## src/rtl/exc_entry_pkg.sv

```systemverilog
package exc_entry_pkg;
  localparam int unsigned WORD_W      = 32;
  localparam int unsigned FRAME_WORDS = 8;
  localparam logic [WORD_W-1:0] RET_MARKER = 32'hFFFF_FFF9;

  typedef enum logic [2:0] {
    ST_IDLE,
    ST_WAIT,
    ST_PUSH,
    ST_VEC,
    ST_DONE
  } entry_state_e;
endpackage

```

## src/rtl/entry_frame_mux.sv

```systemverilog
module entry_frame_mux #(
  parameter int unsigned DW = 32,
  parameter int unsigned NW = 8,
  localparam int unsigned IW = $clog2(NW)
) (
  input  logic [NW-1:0][DW-1:0] words_i,
  input  logic [IW-1:0]         sel_i,
  output logic [DW-1:0]         word_o
);
  logic [NW-1:0][DW-1:0] masked;

  // AND-OR select keeps depth flat
  for (genvar g = 0; g < NW; g++) begin : g_slot
    assign masked[g] = (sel_i == IW'(g)) ? words_i[g] : '0;
  end

  always_comb begin
    word_o = '0;
    for (int i = 0; i < NW; i++) word_o = word_o | masked[i];
  end
endmodule

```

## src/rtl/entry_addr_gen.sv

```systemverilog
module entry_addr_gen #(
  parameter int unsigned AW    = 32,
  parameter int unsigned EXC_W = 6
) (
  input  logic [AW-1:0]    sp_cur_i,
  input  logic [AW-1:0]    vec_base_i,
  input  logic [EXC_W-1:0] exc_num_i,
  output logic [AW-1:0]    push_addr_o,
  output logic [AW-1:0]    vec_addr_o
);
  localparam int unsigned PAD_W = AW - EXC_W - 2;

  assign push_addr_o = sp_cur_i - AW'(4);
  assign vec_addr_o  = vec_base_i + {{PAD_W{1'b0}}, exc_num_i, 2'b00};
endmodule

```

## src/rtl/exc_entry_seq.sv

```systemverilog
module exc_entry_seq
  import exc_entry_pkg::*;
#(
  parameter int unsigned EXC_W = 6
) (
  input  logic              clk_i,
  input  logic              rst_ni,
  input  logic              take_i,
  input  logic [EXC_W-1:0]  exc_num_i,
  input  logic              instr_done_i,
  input  logic [31:0]       psr_i,
  input  logic [31:0]       pc_i,
  input  logic [31:0]       lr_i,
  input  logic [31:0]       r12_i,
  input  logic [31:0]       r3_i,
  input  logic [31:0]       r2_i,
  input  logic [31:0]       r1_i,
  input  logic [31:0]       r0_i,
  input  logic [31:0]       sp_i,
  input  logic [31:0]       vec_base_i,
  output logic              mem_we_o,
  output logic [31:0]       mem_addr_o,
  output logic [31:0]       mem_wdata_o,
  input  logic              mem_ack_i,
  output logic              vec_req_o,
  output logic [31:0]       vec_addr_o,
  input  logic [31:0]       vec_data_i,
  input  logic              vec_ack_i,
  output logic              busy_o,
  output logic              done_o,
  output logic [31:0]       sp_o,
  output logic [31:0]       lr_o,
  output logic [31:0]       psr_o,
  output logic [31:0]       pc_o
);
  localparam int unsigned NW = FRAME_WORDS;
  localparam int unsigned IW = $clog2(NW);
  localparam logic [IW-1:0] LAST_IDX = IW'(NW - 1);

  entry_state_e              state_q;
  logic [IW-1:0]             idx_q;
  logic [EXC_W-1:0]          exc_q;
  logic [WORD_W-1:0]         sp_q;
  logic [WORD_W-1:0]         handler_q;
  logic [NW-1:0][WORD_W-1:0] frame_q;
  logic [NW-1:0][WORD_W-1:0] frame_in;
  logic [WORD_W-1:0]         push_addr;

  // index 0 = deepest slot (status), index 7 = top (R0)
  assign frame_in = {r0_i, r1_i, r2_i, r3_i, r12_i, lr_i, pc_i, psr_i};

  entry_addr_gen #(.AW(WORD_W), .EXC_W(EXC_W)) u_addr (
    .sp_cur_i    (sp_q),
    .vec_base_i  (vec_base_i),
    .exc_num_i   (exc_q),
    .push_addr_o (push_addr),
    .vec_addr_o  (vec_addr_o)
  );

  entry_frame_mux #(.DW(WORD_W), .NW(NW)) u_mux (
    .words_i (frame_q),
    .sel_i   (idx_q),
    .word_o  (mem_wdata_o)
  );

  always_ff @(posedge clk_i or negedge rst_ni) begin
    if (!rst_ni) begin
      state_q   <= ST_IDLE;
      idx_q     <= '0;
      exc_q     <= '0;
      sp_q      <= '0;
      handler_q <= '0;
      frame_q   <= '0;
    end else begin
      unique case (state_q)
        ST_IDLE: if (take_i) begin
          exc_q   <= exc_num_i;
          state_q <= ST_WAIT;
        end
        ST_WAIT: if (instr_done_i) begin
          frame_q <= frame_in;
          sp_q    <= sp_i;
          idx_q   <= '0;
          state_q <= ST_PUSH;
        end
        ST_PUSH: if (mem_ack_i) begin
          sp_q  <= push_addr;
          idx_q <= idx_q + 1'b1;
          if (idx_q == LAST_IDX) state_q <= ST_VEC;
        end
        ST_VEC: if (vec_ack_i) begin
          handler_q <= vec_data_i;
          state_q   <= ST_DONE;
        end
        ST_DONE: state_q <= ST_IDLE;
        default: state_q <= ST_IDLE;
      endcase
    end
  end

  assign mem_we_o   = (state_q == ST_PUSH);
  assign mem_addr_o = push_addr;
  assign vec_req_o  = (state_q == ST_VEC);
  assign busy_o     = (state_q != ST_IDLE);
  assign done_o     = (state_q == ST_DONE);
  assign sp_o       = sp_q;
  assign lr_o       = RET_MARKER;
  assign psr_o      = {frame_q[0][WORD_W-1:EXC_W], exc_q};
  assign pc_o       = handler_q;
endmodule


```

## config.mk

```make
export PLATFORM = sky130hd
export DESIGN_NAME = exc_entry_seq
export DESIGN_NICKNAME = d
export VERILOG_FILES = /design/src/rtl/exc_entry_pkg.sv /design/src/rtl/entry_frame_mux.sv /design/src/rtl/entry_addr_gen.sv /design/src/rtl/exc_entry_seq.sv
export SDC_FILE = /design/constraint.sdc
export NUM_CORES = 1
export LEC_CHECK = 0
export BUFFER_PORTS_ARGS = -buffer_cell sky130_fd_sc_hd__buf_4
export CAP_MARGIN = 20
export CORE_AREA = 8 8 222 224
export CTS_BUF_LIST = sky130_fd_sc_hd__clkbuf_16
export DETAILED_ROUTE_END_ITERATION = 7
export DIE_AREA = 0 0 230 232
export GPL_TIMING_DRIVEN = 0
export PLACE_DENSITY = 0.67
export SETUP_SLACK_MARGIN = 0.05
export SYNTH_ARGS = -nofsm -noshare
export SYNTH_HDL_FRONTEND = slang
export SYNTH_SLANG_ARGS = --single-unit
```

## constraint.sdc

```tcl
create_clock -name clk_i -period 2.6 [get_ports clk_i]
set_clock_uncertainty 0.1 [all_clocks]
set_input_delay 0 -clock clk_i [delete_from_list [all_inputs] [get_ports clk_i]]
set_output_delay 0 -clock clk_i [all_outputs]
set_load 0.005 [all_outputs]
```

Yosys cells after proc, flatten, opt, wreduce, memory -nomap -nowiden
Cells that the tools add are included.
{ "op_classes": {"addsub": 3, "n_eq_ne": 16, "n_mux": 20, "n_bitwise": 7, "reduce_logical": 9} }
{ "op_table": {"columns": ["operator", "count"], "rows": [
  ["32-bit two-way mux", 10],
  ["32-bit bitwise OR", 7],
  ["32-bit one-hot mux with 2 select lines", 1],
  ["32-bit by 8-bit adder with 32-bit output", 1],
  ["32-bit by 3-bit subtractor with 32-bit output (second input constant)", 1],
  ["3-bit two-way mux", 7],
  ["3-bit == test (second input constant)", 5],
  ["3-bit by 2-bit == test with 1-bit output (second input constant)", 4],
  ["3-bit one-hot mux with 4 select lines", 1],
  ["3-bit by 1-bit == test with 1-bit output (second input constant)", 2],
  ["3-bit zero test", 2],
  ["2-bit by 1-bit != test with 1-bit output (second input constant)", 3],
  ["3-bit one-hot mux with 2 select lines", 1],
  ["2-bit AND reduction", 3],
  ["5-bit AND reduction", 1],
  ["2-bit != test (second input constant)", 2],
  ["3-bit by 1-bit adder with 3-bit output (second input constant)", 1],
  ["3-bit AND reduction", 1],
  ["3-bit nonzero test", 1],
  ["2-bit nonzero test", 1]
]} }
{ "word_totals": {"register_bits": 332, "elab_cells": 68} }

Longest topological paths before layout
{ "logic_depth": {"word_depth": 9, "mapped_depth": 9} }

Hierarchy
Synthesis repeated with hierarchy kept, for this count alone.
{ "hier_totals": {"cells_unflattened": 1129, "area_unflattened_um2": 16844.9} }
{ "modules_own_cells": {"columns": ["mod", "n_inst", "cells_each", "area_per_inst_um2", "seq_area_each_um2"], "rows": [
  ["exc_entry_seq", 1, 820, 13395.3, 8308.0],
  ["entry_frame_mux", 1, 114, 2073.2, 0.0],
  ["entry_addr_gen", 1, 195, 1376.3, 0.0]
]} }

Least setup slack after synthesis
Ideal clock, no wire load.
{ "synth_path": {"kind": "register -> register", "start": "register sp_q[2], in the netlist sp_o[2]", "end": "register sp_q[30], in the netlist sp_o[30]", "arrival_ns": 2.300, "slack_ns": 0.131, "path_stages_with_launch": 9, "path_buffers": 1, "period_less_slack_ns": 2.469, "path_cell_list": "dfrtp_1 > inv_1 > ha_1 > or4b_1 > clkbuf_1 > nor2_1 > nand4b_1 > or4_1 > nand3_1"} }
{ "synth_via": {"elab_chain_len": 3} }
{ "synth_rtl": {"columns": ["element", "line_no", "rtl"], "rows": [
  ["start: declaration", "exc_entry_seq.sv:43", "logic [WORD_W-1:0] sp_q;"],
  ["start signal: assignment", "exc_entry_seq.sv:82", "sp_q <= sp_i;"],
  ["start signal: assignment", "exc_entry_seq.sv:87", "sp_q <= push_addr;"],
  ["32-bit by 3-bit subtractor with 32-bit output", "entry_addr_gen.sv:13", "assign push_addr_o = sp_cur_i - AW'(4);"],
  ["32-bit two-way mux", "exc_entry_seq.sv:86", "ST_PUSH: if (mem_ack_i) begin"],
  ["32-bit one-hot mux with 2 select lines", "exc_entry_seq.sv:75", "unique case (state_q)"]
]} }
No other way between the ends. The select of a mux whose other input is x is not followed.
A chain may end at the register's enable or synchronous reset.

Worst setup path in the final report
{ "layout_path": {"start": "register exc_q[4]", "end": "output port vec_addr_o[31]"} }
{ "layout_via": {"elab_chain_len": 1} }
{ "layout_rtl": {"columns": ["element", "line_no", "rtl"], "rows": [
  ["start: declaration", "exc_entry_seq.sv:42", "logic [EXC_W-1:0] exc_q;"],
  ["start signal: assignment", "exc_entry_seq.sv:77", "exc_q <= exc_num_i;"],
  ["32-bit by 8-bit adder with 32-bit output", "entry_addr_gen.sv:14", "assign vec_addr_o = vec_base_i + {{PAD_W{1'b0}}, exc_num_i, 2'b00};"],
  ["end: declaration", "exc_entry_seq.sv:26", "output logic [31:0] vec_addr_o,"]
]} }
No other way between the ends.

==> results.json <==
{
  "status": "complete, but fails checks",
  "violations": "negative setup slack",
  "final_util": 0.606,
  "mostFrequentLayoutCells": "nand2_1, buf_4, dlygate4sd3_1",
  "multi_input_area_mm2": 0.00766,
  "min_path_type": "in -> async",
  "cp_max_fo": 5,
  "placed_area_mm2": 0.0212,
  "rows": 79,
  "synth_top_flop_cell": "dfrtp_1",
  "syn_area_mm2": 0.0161,
  "numCtsBuffers": 39,
  "first_iter_violations": 1756,
  "finalSetupTns_ps": -8200,
  "critical_path_class": "reg -> out",
  "slowest_delay_ps": 610,
  "min_period_over_period": 1.11,
  "start_util": 0.350,
  "synth_enable_flop_cells": 0,
  "die_y_um": 232,
  "register_area_mm2": 0.00832,
  "core_mm2": 0.0459,
  "relSlewSlack": 0.402,
  "ant_nets": 0,
  "whs_ps": 29.9,
  "clkSlewWorstSetupHoldPaths_ps": 60,
  "tightestPinTransition_ps": 890,
  "die_area_mm2": 0.0534,
  "drcViolationCount": 0,
  "route.vias.total": 18500,
  "synth_cell_type_count": 55,
  "peakVddDrop_mv": 0.603,
  "syn_inst": 1871,
  "grt_antenna_before_repair": 12,
  "routabilityCongestion": 0.942,
  "grt_pass1_vias": 19500,
  "finalHoldViolCount": 0,
  "final_net_count": 3295,
  "max_freq_ghz": 0.347,
  "stdcell_area_mm2": 0.0278,
  "path_delay_family": "simple AND/OR/NAND/NOR gates",
  "io_pins": 592,
  "fin_ws_ps": -284,
  "die_w_um": 230,
  "start_kind": "flip-flop",
  "leakage_nw": 14.3,
  "yosys_register_bits": 332,
  "slew_viol_final": 0,
  "syn_avg_cell_area_um2": 8.59,
  "post_drt_wl_per_cell_um": 21.9,
  "worstSkewPairLatency_ps": 550,
  "pwr_density_cell_mw_per_mm2": 1080,
  "ys_seq_area_frac": 0.517,
  "preCtsSetupSlack_ps": -1090,
  "crit_buf_inv": 1,
  "grt_use_total": 0.279,
  "grt_max_degree": 119,
  "cp_common_cell": "o211ai_1",
  "dp_hpwl_um": 54200,
  "port_buffers": 557,
  "dr.pass1.iters": 6,
  "viasPerCell": 5.19,
  "grt_pass1_wl_um": 116000,
  "areaGrowthSynthToFinish_pct": 72.9,
  "htree_levels": 2,
  "min_period_ps": 2880,
  "setup_viol": 69,
  "cap_violations": 0,
  "worstPathCellList": "ha_4 -> o211ai_1 -> o211ai_1 -> or4b_4 -> nor3_4 -> xor2_1 -> buf_4",
  "cts_tree": "yes",
  "cts_sinks": 332,
  "async_reset_ff_frac": 1.00,
  "yosysWarnings": 0,
  "rsz0062_at_grt": "yes",
  "fillers": 3707,
  "required_ps": 2500,
  "crit_slowest_cell": "or4b_4",
  "grt_overflow": 0,
  "drive_above_1_share": 0.324,
  "cp.arrival_ps": 2780,
  "cts_buffer_depth": 3,
  "wl_um": 78200,
  "end_kind": "output port",
  "final_common_cell": "nand2_1",
  "root_buffer": "clkbuf_16"
}
[per-stage QoR]
step | cells | total power, W
floorplan | 1901 | 0.0153
global placement | 3065 | 0.0214
detailed placement | 3068 | 0.0217
CTS | 3524 | 0.0292
global route | 3559 | 0.0318
finish | 3564 | 0.0300
[path summary, 6_finish.rpt]
check                               from        endpoint  slack [ps]  cells after the start
min                               rst_ni    frame_q[216]          30                      2
max                             exc_q[4]  vec_addr_o[31]        -280                      7
max reg2reg                      sp_o[9]        sp_o[30]         -50                      7
min in group clk_i         vec_base_i[1]   vec_addr_o[1]          70                      2
max in group asynchronous         rst_ni    frame_q[102]        1240                      3
min reg2reg                     pc_o[21]        pc_o[21]         380                      2
[repair_timing]
item                                    4_1_cts  5_1_grt
hold buffers                                336        0
buffers inserted                             57       29
gates resized for setup                     238      114
pin swaps                                    54       48
endpoints found under the hold margin       439        0
endpoints found under the setup margin      355      327
gates cloned                                  1        1
[cells in the mapped netlist (3+ instances only)]
cell type | count | area [µm²]
nand4_1 | 6 | 37.5
o211ai_1 | 3 | 22.5
nand3b_1 | 3 | 22.5
or4_1 | 7 | 52.6
buf_1 | 14 | 52.6
nand2b_1 | 4 | 25.0
a222oi_1 | 64 | 641
nand4b_1 | 4 | 35.0
xor2_1 | 20 | 175
nor3_1 | 14 | 70.1
clkbuf_1 | 99 | 372
or3_1 | 5 | 31.3
buf_4 | 62 | 465
nor2_1 | 35 | 131
nor2b_1 | 3 | 18.8
mux2i_1 | 32 | 320
a2bb2oi_1 | 15 | 131
xnor2_1 | 34 | 298
nand2_1 | 915 | 3430
inv_1 | 15 | 56.3
ha_1 | 13 | 163
nand3_1 | 20 | 100
a221o_1 | 32 | 320
and3_1 | 8 | 50.1
dfrtp_1 | 332 | 8310
a21oi_1 | 41 | 205
o22ai_1 | 18 | 113
a211oi_1 | 3 | 22.5
mux2_2 | 5 | 56.3
o21ai_0 | 15 | 75.1
[power breakdown]
| part | internal (W) | total, W | switching [W] | leakage [nW] |
|---|---|---|---|---|
| Combinational | 0.00735 | 0.0149 | 0.00753 | 9.53 |
| Sequential | 0.00756 | 0.00950 | 0.00194 | 4.12 |
| Clock | 0.00342 | 0.00566 | 0.00224 | 0.674 |
| Total | 0.0183 | 0.0300 | 0.0117 | 14.3 |
[worst register-to-register path: stages (launching register included)]
cell	delay, ps
dfrtp_2	400
or4_4	580
nor4b_4	330
buf_6	190
nand4b_1	250
buf_4	240
or4_1	400
nand3_1	80
[sequential cells by signal (all words and copies together), names as in the netlist]
signal,count
psr_o,26
exc_q,6
sp_o,32
idx_q,3
pc_o,32
state_q,3
frame_q,230
[per-layer routing]
metal | GRT usage | part of all wire
met1 | 0.322 | 0.37
met2 | 0.491 | 0.50
met3 | 0.0698 | 0.085
met4 | 0.113 | 0.047
met5 | 0 | 0.00046
[cell families (layout without fill, tap and decap cells)]
| logic type | after synthesis | after routing | synth area share |
|---|---|---|---|
| and+or+nand+nor | 1037 | 1038 | 0.258 |
| DFF | 332 | 332 | 0.517 |
| AOI/OAI and AO/OA | 202 | 202 | 0.101 |
| buffers and inverters | 193 | 1235 | 0.0597 |
| xor gates and xnor gates | 54 | 54 | 0.0294 |
| muxes | 37 | 37 | 0.0234 |
| adders and majority gates | 14 | 14 | 0.0114 |
| other | 2 | 45 | 0.000468 |
[final cells by class]
cell class,instances,area share
Timing Repair Buffer,982,0.305
Sequential cell,332,0.300
Multi-Input combinational cell,1377,0.276
Buffer,168,0.0419
Clock buffer,41,0.0369
Tap cell,607,0.0273
Clock inverter,27,0.00950
Inverter,17,0.00239
Antenna cell,13,0.00117
Note: power is estimated with default switching activity, not from simulation.
